<file path="config.mk">
export PLATFORM = sky130hd
export DESIGN_NAME = mouse_pkt_encoder
export DESIGN_NICKNAME = d
export VERILOG_FILES = /design/src/rtl/mouse_pkt_pkg.sv /design/src/rtl/mouse_pkt_build.sv /design/src/rtl/mouse_pkt_seq.sv /design/src/rtl/byte_ring.sv /design/src/rtl/mouse_pkt_encoder.sv
export SDC_FILE = /design/constraint.sdc
export NUM_CORES = 2
export LEC_CHECK = 0
export ABC_CLOCK_PERIOD_IN_PS = 8800
export BUFFER_PORTS_ARGS = -buffer_cell sky130_fd_sc_hd__buf_2
export CORE_MARGIN = 3
export CORE_UTILIZATION = 57
export CTS_CLUSTER_SIZE = 24
export DETAILED_ROUTE_END_ITERATION = 10
export PLACE_DENSITY = 0.76
export SLEW_MARGIN = 20
export SYNTH_ARGS = -nofsm -noshare
export SYNTH_HDL_FRONTEND = slang
export SYNTH_HIERARCHICAL = 1
export SYNTH_SLANG_ARGS = --single-unit
</file>
<file path="constraint.sdc">
create_clock -name clk_i -period 8.8 [get_ports clk_i]
set_input_delay 1.76 -clock clk_i [delete_from_list [all_inputs] [get_ports clk_i]]
set_output_delay 1.76 -clock clk_i [all_outputs]
set_load 0.005 [all_outputs]
</file>
<file path="src/rtl/mouse_pkt_pkg.sv">
`timescale 1ns/1ps
package mouse_pkt_pkg;
    localparam int PKT_LEN = 5;
    localparam int IDX_W   = $clog2(PKT_LEN);
    localparam logic [7:0] HDR_BASE = 8'h87;

    // byte 0 is sent first
    typedef logic [PKT_LEN-1:0][7:0] pkt_t;
endpackage

</file>
<file path="src/rtl/mouse_pkt_build.sv">
`timescale 1ns/1ps
module mouse_pkt_build
    import mouse_pkt_pkg::*;
#(
    parameter int DW = 16
) (
    input  logic [DW-1:0] dx_i,
    input  logic [DW-1:0] dy_i,
    input  logic          btn_l_i,
    input  logic          btn_m_i,
    input  logic          btn_r_i,
    output pkt_t          pkt_o
);
    localparam int EW = DW + 1;
    localparam logic signed [EW-1:0] LIM_P = EW'(127);
    localparam logic signed [EW-1:0] LIM_N = -LIM_P;

    logic signed [EW-1:0] x_ext;
    logic signed [EW-1:0] y_neg;

    function automatic logic [7:0] sat8(input logic signed [EW-1:0] v);
        if (v > LIM_P)      return 8'h7f;
        else if (v < LIM_N) return 8'h81;
        else                return v[7:0];
    endfunction

    always_comb begin
        x_ext = {dx_i[DW-1], dx_i};
        // negate in the widened domain so the most negative input survives
        y_neg = -$signed({dy_i[DW-1], dy_i});
        pkt_o    = '0;
        pkt_o[0] = HDR_BASE ^ {5'b0, btn_l_i, btn_m_i, btn_r_i};
        pkt_o[1] = sat8(x_ext);
        pkt_o[2] = sat8(y_neg);
    end
endmodule

</file>
<file path="src/rtl/mouse_pkt_seq.sv">
`timescale 1ns/1ps
module mouse_pkt_seq
    import mouse_pkt_pkg::*;
(
    input  logic       clk_i,
    input  logic       rst_ni,
    input  logic       evt_i,
    input  pkt_t       pkt_i,
    output logic       push_o,
    output logic [7:0] push_byte_o
);
    typedef struct packed {
        logic             busy;
        logic [IDX_W-1:0] idx;
        pkt_t             pkt;
        logic             pend;
        pkt_t             pend_pkt;
    } seq_t;

    seq_t s_d, s_q;
    logic last, free;

    always_comb begin
        s_d  = s_q;
        last = s_q.busy && (s_q.idx == IDX_W'(PKT_LEN - 1));
        free = !s_q.busy || last;
        if (s_q.busy && !last) s_d.idx = s_q.idx + 1'b1;
        if (free) begin
            s_d.idx = '0;
            if (s_q.pend) begin
                s_d.busy = 1'b1;
                s_d.pkt  = s_q.pend_pkt;
                s_d.pend = evt_i;
                if (evt_i) s_d.pend_pkt = pkt_i;
            end else if (evt_i) begin
                s_d.busy = 1'b1;
                s_d.pkt  = pkt_i;
            end else begin
                s_d.busy = 1'b0;
            end
        end else if (evt_i) begin
            s_d.pend     = 1'b1;
            s_d.pend_pkt = pkt_i;
        end
    end

    always_ff @(posedge clk_i) begin
        if (!rst_ni) s_q <= '0;
        else         s_q <= s_d;
    end

    assign push_o      = s_q.busy;
    assign push_byte_o = s_q.pkt[s_q.idx];


    hold_evt_chk: assert property (@(posedge clk_i) disable iff (!rst_ni)
        (evt_i && s_q.busy && !last) |=> s_q.pend);


    burst_cont_chk: assert property (@(posedge clk_i) disable iff (!rst_ni)
        (s_q.busy && !last) |=> (s_q.busy && s_q.idx == $past(s_q.idx) + 1'b1));
endmodule

</file>
<file path="src/rtl/byte_ring.sv">
`timescale 1ns/1ps
module byte_ring #(
    parameter int DEPTH = 256,
    parameter int AW    = $clog2(DEPTH),
    parameter int CW    = $clog2(DEPTH + 1)
) (
    input  logic          clk_i,
    input  logic          rst_ni,
    input  logic          push_i,
    input  logic [7:0]    byte_i,
    input  logic          pop_i,
    output logic [7:0]    head_o,
    output logic [CW-1:0] count_o
);
    typedef struct packed {
        logic [AW-1:0] rptr;
        logic [AW-1:0] wptr;
        logic [CW-1:0] cnt;
    } ring_t;

    ring_t r_d, r_q;
    logic [7:0] mem [DEPTH];
    logic push_ok, pop_ok;

    function automatic logic [AW-1:0] bump(input logic [AW-1:0] p);
        return (p == AW'(DEPTH - 1)) ? '0 : p + 1'b1;
    endfunction

    always_comb begin
        r_d     = r_q;
        push_ok = push_i && (r_q.cnt < CW'(DEPTH));
        pop_ok  = pop_i && (r_q.cnt != '0);
        if (push_ok) r_d.wptr = bump(r_q.wptr);
        if (pop_ok)  r_d.rptr = bump(r_q.rptr);
        r_d.cnt = r_q.cnt + CW'(push_ok) - CW'(pop_ok);
    end

    always_ff @(posedge clk_i) begin
        if (!rst_ni) r_q <= '0;
        else         r_q <= r_d;
    end

    always_ff @(posedge clk_i) begin
        if (push_ok) mem[r_q.wptr] <= byte_i;
    end

    assign head_o  = (r_q.cnt != '0) ? mem[r_q.rptr] : 8'h00;
    assign count_o = r_q.cnt;


    full_drop_chk: assert property (@(posedge clk_i) disable iff (!rst_ni)
        (push_i && !pop_i && count_o == CW'(DEPTH)) |=> count_o == CW'(DEPTH));


    empty_pop_chk: assert property (@(posedge clk_i) disable iff (!rst_ni)
        (pop_i && !push_i && count_o == '0) |=> count_o == '0);


    pass_thru_chk: assert property (@(posedge clk_i) disable iff (!rst_ni)
        (push_i && pop_i && count_o != '0 && count_o != CW'(DEPTH)) |=> $stable(count_o));
endmodule

</file>
<file path="src/rtl/mouse_pkt_encoder.sv">
`timescale 1ns/1ps
module mouse_pkt_encoder
    import mouse_pkt_pkg::*;
#(
    parameter int DW    = 16,
    parameter int DEPTH = 256,
    parameter int CW    = $clog2(DEPTH + 1)
) (
    input  logic          clk_i,
    input  logic          rst_ni,
    input  logic          evt_i,
    input  logic [DW-1:0] dx_i,
    input  logic [DW-1:0] dy_i,
    input  logic          btn_l_i,
    input  logic          btn_m_i,
    input  logic          btn_r_i,
    input  logic          rd_i,
    output logic [7:0]    head_o,
    output logic          avail_o,
    output logic [CW-1:0] count_o
);
    pkt_t       new_pkt;
    logic       push;
    logic [7:0] push_byte;

    mouse_pkt_build #(.DW(DW)) u_build (
        .dx_i(dx_i), .dy_i(dy_i),
        .btn_l_i(btn_l_i), .btn_m_i(btn_m_i), .btn_r_i(btn_r_i),
        .pkt_o(new_pkt)
    );

    mouse_pkt_seq u_seq (
        .clk_i(clk_i), .rst_ni(rst_ni), .evt_i(evt_i), .pkt_i(new_pkt),
        .push_o(push), .push_byte_o(push_byte)
    );

    byte_ring #(.DEPTH(DEPTH), .CW(CW)) u_ring (
        .clk_i(clk_i), .rst_ni(rst_ni),
        .push_i(push), .byte_i(push_byte), .pop_i(rd_i),
        .head_o(head_o), .count_o(count_o)
    );

    assign avail_o = (count_o != '0);


    reset_empty_chk: assert property (@(posedge clk_i)
        !rst_ni |=> (count_o == '0));
endmodule

</file>
# == After elaboration in Yosys (flattened, before gate mapping) ==
# Memories as Yosys holds them, arrays and structs flattened. A register that Yosys moved wholly into a read port is not among the register bits.
# Index checks and enable logic that the tools add are counted.
# classes
n_addsub,6
mul,0
div_mod_pow,0
magnitude_cmp,6
eq_ne,5
shift,0
muxes,20
n_bitwise,2
reduce_logical,13
# op_table
op,n
$mux 41,3
$mux 40,2
$mux 8,10
$bmux 8 s3,1
$gt 17x8->1 const B,1
$lt 17x8->1 const B,1
$neg 16->17,1
$add 8x1->8 const B,2
$eq 8x8->1 const B,2
$gt 16x8->1 const B,1
$lt 16x8->1 const B,1
$add 9x1->9,1
$lt 9x9->1 const B,1
$reduce_bool 9->1,1
$sub 9x1->9,1
$logic_and 1x1->1,4
$lt 3x4->1 const B,1
$mux 1,4
$not 3->4,1
$reduce_bool 2->1,2
$add 3x1->3 const B,1
$eq 3x3->1 const B,1
$reduce_and 3->1,1
$logic_not 1->1,2
other kinds (6),6
# totals
reg_bits,110
latchBits,0
ram_bits,2048
romBits,0
in_bits,39
output_inout_bits,18
n_memories,1
# mem_list
name,depth,word_bits,read_ports,rd_ports_with_merged_regs,write_ports,line_no,rtl
u_ring.mem,256,8,1,1,1,byte_ring.sv:22,logic [7:0] mem [DEPTH];

# == Logic depth before layout (Yosys ltp) ==
# logic_depth
ltp_word,7
depth_mapped,16

# == Cells and area by module ==
# Netlist, hierarchy kept.
# modules_own_cells
module,n_inst,cells_each,area_per_inst_um2
byte_ring,1,4182,81984.9
mouse_pkt_seq,1,434,4136.5
mouse_pkt_build,1,147,1032.2
mouse_pkt_encoder,1,4,20.0

# == Worst setup path before layout ==
# OpenSTA, ideal clock, no wires.
# synth_timing
path_type,flip-flop to flip-flop
startpoint,register u_seq/s_q[81] (netlist name)
endpoint,memory u_ring.mem[0][6] (data pin)
setup_ns,1.454
arrival_ns,6.939
t_required_ns,7.346
setup_slack_ns,0.407
stages_incl_launch_ff,4
n_path_buf,0
cell_sequence,dfxtp_1 mux4_2 inv_1 o21ai_1
# synth_via
elab_chain_len,2
# synth_rtl
element,line_no,rtl
"start, declared",mouse_pkt_seq.sv:20,"seq_t s_d, s_q;"
"start signal, assigned",mouse_pkt_seq.sv:48,if (!rst_ni) s_q <= '0;
"start signal, assigned",mouse_pkt_seq.sv:49,else s_q <= s_d;
$bmux 8 s3,mouse_pkt_seq.sv:53,assign push_byte_o = s_q.pkt[s_q.idx];
$mux 8 (implied by the code),mouse_pkt_seq.sv:53,
net push_byte[6],mouse_pkt_encoder.sv:24,logic [7:0] push_byte;
"end, declared",byte_ring.sv:22,
# The timed path passes the listed nets, and every way through them passes these cells. The select of a mux whose other input is x is not followed.

==> summary.md <==
| Metric | Value |
|---|---|
| Hold Path Sink | `u_seq/s_q[30]$_SDFFE_PN0P_` |
| Cts repair resizes | `0` |
| Cts bufs inserted | `206` |
| Hold buffer count at cts | `0` |
| # clock sinks | `2,166` |
| Worst relative slew slack | `19.5%` |
| Status | `complete, no violations` |
| Min-delay src | `u_seq/s_q[30]$_SDFFE_PN0P_` |
| Routed length per instance | `29.7 um` |
| CTS H-Tree Depth | `4` |
| Starting Density | `57.8%` |
| Area grow syn2layout | `9.33%` |
| Crit path max fanout | `47` |
| Tcrit/Tclk final | `87.4%` |
| Buffer count from post-CTS setup fixing | `0` |
| Die Span Y | `397 um` |
| Leakage | `30.0 nW` |
| Syn Area/Cell | `18.3 um^2` |
| Endpoint of the lowest-slack register-to-register path | `u_ring/count_o[8]$_SDFF_PN0_` |
| Post-synth top cells | `2,048 x edfxtp_1, 354 x mux2i_1, 341 x nor2_1, 313 x mux4_2, 213 x nand2_1` |
| # port buffers | `56` |
| Vias per std cell | `6.65` |
| Max Freq | `0.130 GHz` |
| Ys Warns | `6` |
| Worst EP required | `7040 ps` |
| Vias in the first global route | `45,454` |
| FFs w/ async S/R, synth | `0%` |
| Startpoint types | `flop` |
| Hold_ws | `458 ps` |
| DRC violations left | `0` |
| Mapped Area | `87,200 um^2` |
| Hold Crit Depth | `2` |
| Nets | `4,859` |
| Count leader, synth | `edfxtp_1` |
| Synthesized instance count | `4,767` |
| Sequential-to-total area share from yosys stat | `73.3%` |
| Routed vias | `46,463` |
| FF-to-FF Start | `u_ring/count_o[7]$_SDFF_PN0_` |
| Critical path class | `flop to output pin` |
| Die footprint | `158,000 um^2` |
| Clock Tree Buf Depth | `3` |
| Number of synthesized flops with an enable pin | `2,048` |
| Fin Setup TNS | `0 ps` |
| Hpwl dp | `122,000 um` |
| Synth unique cells | `97` |
| Worst-path clk slew | `60 ps` |
| Worst min-delay path class | `flop to flop` |
| Hold Vio Cnt, Final | `0` |
| CTS tree | `built` |
| Initial antenna violation count | `5` |
| Reg2reg path depth | `15` |
| Clock Skews | `41.7 ps` |
| Endpoints failing setup | `0` |
| PD cells | `244 nW/um^2` |
| First-pass iteration count of the detailed router | `6` |
| Grt total ovfl | `0` |
| Final min period | `7690 ps` |
| Core ar. | `151,000 um^2` |
| Row count | `142` |
| ANT nets after route | `0` |
| DRT Wirelength | `208,000 um` |
| Chip width | `397 um` |
| VDD IR max | `328 uV` |
| Crit path arrival time | `5930 ps` |
| I/O pin total | `57` |
| Share of post-route cells with drive strength above 1 | `16.3%` |
| All-layer global routing usage | `26.5%` |
| Final-layout fill cell count | `9,913` |
| MaxCap Viol Count | `0` |
| Clock root cell | `clkbuf_16` |
| RD Place Congestion | `0.929` |
| Critical Path Sink Type | `output pin` |
| Largest net degree at the start of global routing | `236` |
| Reg2Reg Setup Slack | `4800 ps` |
| RSZ-0062 raised after global routing | `false` |
| Max-slew violation count | `0` |
| Top-area cell type share of the netlist area | `70.5%` |
| Synth area leaders | `edfxtp_1 71%, mux4_2 8.1%, mux2i_1 4.1%` |
| Overall power | `23.3 mW` |
| Worst-Skew Late Latency | `830 ps` |
| Seq cells post-synth | `2,166` |
| Post-synth top flop | `edfxtp_1` |
| Largest area contributor in the netlist | `edfxtp_1` |
| Initial DRC count | `5,766` |
| Actual slew at the worst max-slew pin | `1200 ps` |
| First-pass GRT wire length | `307,000 um` |
-- metal layers --
layer  part of all wire, %  track usage [%]
met1                    38             37.2
met2                    47             40.2
met3                    11             6.33
met4                   4.6             11.3
met5                     0                0
-- cell type report --
class / count / area (um^2) / share of cell area [%]
Inverter: 28 / 105 / 0.110
Tap cell: 2016 / 2520 / 2.65
Sequential cell: 2166 / 63900 / 67.0
Clock buffer: 259 / 5410 / 5.67
Timing Repair Buffer: 135 / 1080 / 1.13
Multi-Input combinational cell: 2262 / 21200 / 22.3
Antenna cell: 3 / 7.51 / 0.00788
Clock inverter: 122 / 1080 / 1.13
-- registers in the layout, summed over array words and instances (netlist names), named ones only --
register and flops:
u_seq/push_o 1, u_ring/count_o 9, u_ring/mem 2048, u_seq/s_q 84, u_ring/r_q 16
-- layout by cell type, fill, tap and decap left out, types with 18 or more instances in the layout --
| cell | Yosys | routed |
|---|---|---|
| o21ai_0 | 35 | 35 |
| a211oi_1 | 29 | 29 |
| mux4_1 | 51 | 51 |
| buf_4 | 61 | 65 |
| nor2b_1 | 26 | 25 |
| nand3_1 | 90 | 90 |
| a221o_1 | 37 | 37 |
| a21oi_1 | 102 | 102 |
| buf_2 | 64 | 55 |
| nand2_1 | 213 | 212 |
| nor2_1 | 341 | 336 |
| clkbuf_16 | 0 | 208 |
| ha_1 | 20 | 20 |
| mux4_2 | 313 | 313 |
| and2_1 | 18 | 18 |
| a22oi_1 | 47 | 47 |
| a22o_1 | 26 | 26 |
| o22ai_1 | 60 | 60 |
| o211ai_1 | 19 | 19 |
| dfxtp_1 | 118 | 112 |
| inv_1 | 25 | 24 |
| edfxtp_1 | 2048 | 2048 |
| conb_1 | 2 | 21 |
| nand4_1 | 20 | 20 |
| o221ai_1 | 67 | 67 |
| clkbuf_1 | 119 | 50 |
| clkinv_1 | 0 | 50 |
| clkinv_2 | 0 | 37 |
| nor3_1 | 60 | 59 |
| nor4_1 | 24 | 23 |
| mux2i_1 | 354 | 354 |
| o211a_1 | 42 | 42 |
-- worst max-delay path, stage by stage (launching register included) --
cell and delay [ps]:
dfxtp_4 950, buf_4 650, mux2i_1 160, o22ai_1 180, nor3_1 120, or4_1 550, nor4_1 940, nand4_1 410
a211oi_1 830, buf_2 250
-- worst max-delay path by stage --
stage	start	endpoint	slack, ps
global route	flop	head_o[0]	850
finish	flop	head_o[0]	1110
detailed placement	flop	head_o[7]	2100
global placement	flop	head_o[6]	2060
floorplan	u_seq/s_q[81]$_SDFFE_PP0P_	u_ring/mem[0][6]$_DFFE_PP_	410
CTS	flop	head_o[7]	1210
-- logic make-up (layout without fill, tap and decap cells) --
logic type               count (synthesis)  after routing  synth area share [%]
AO/OA/AOI/OAI                          574            574                  4.92
XOR/XNOR                                27             27                 0.271
multiplexers                           735            735                  13.9
buffers and inverters                  358            544                  2.61
flip-flops                            2166           2166                  73.3
AND/OR/NAND/NOR                        884            884                  4.72
adder cells (fa/ha/maj)                 21             21                 0.310
other                                    2             24               0.00861
-- per-stage QoR --
stage / cell area, um^2 / utilization [%] / setup slack (ps) / cells
after floorplan: 87200 / - / 407 / 4786
after global placement: 88700 / 58.8 / 2060 / 6605
after detailed placement: 88700 / 58.8 / 2100 / 6605
after CTS: 95200 / 63.1 / 1210 / 6986
after global routing: 95300 / 63.2 / 852 / 6988
final: 95300 / 63.2 / 1110 / 6991
-- power breakdown --
| part | total [mW] | leakage (nW) | switching [mW] | internal, mW |
|---|---|---|---|---|
| combinational | 3.13 | 7.32 | 1.86 | 1.27 |
| sequential | 11.7 | 19.5 | 0.0932 | 11.6 |
| clock | 8.49 | 3.16 | 3.74 | 4.75 |
| total | 23.3 | 30.0 | 5.70 | 17.6 |
Note: power is estimated with default switching activity, not from simulation.
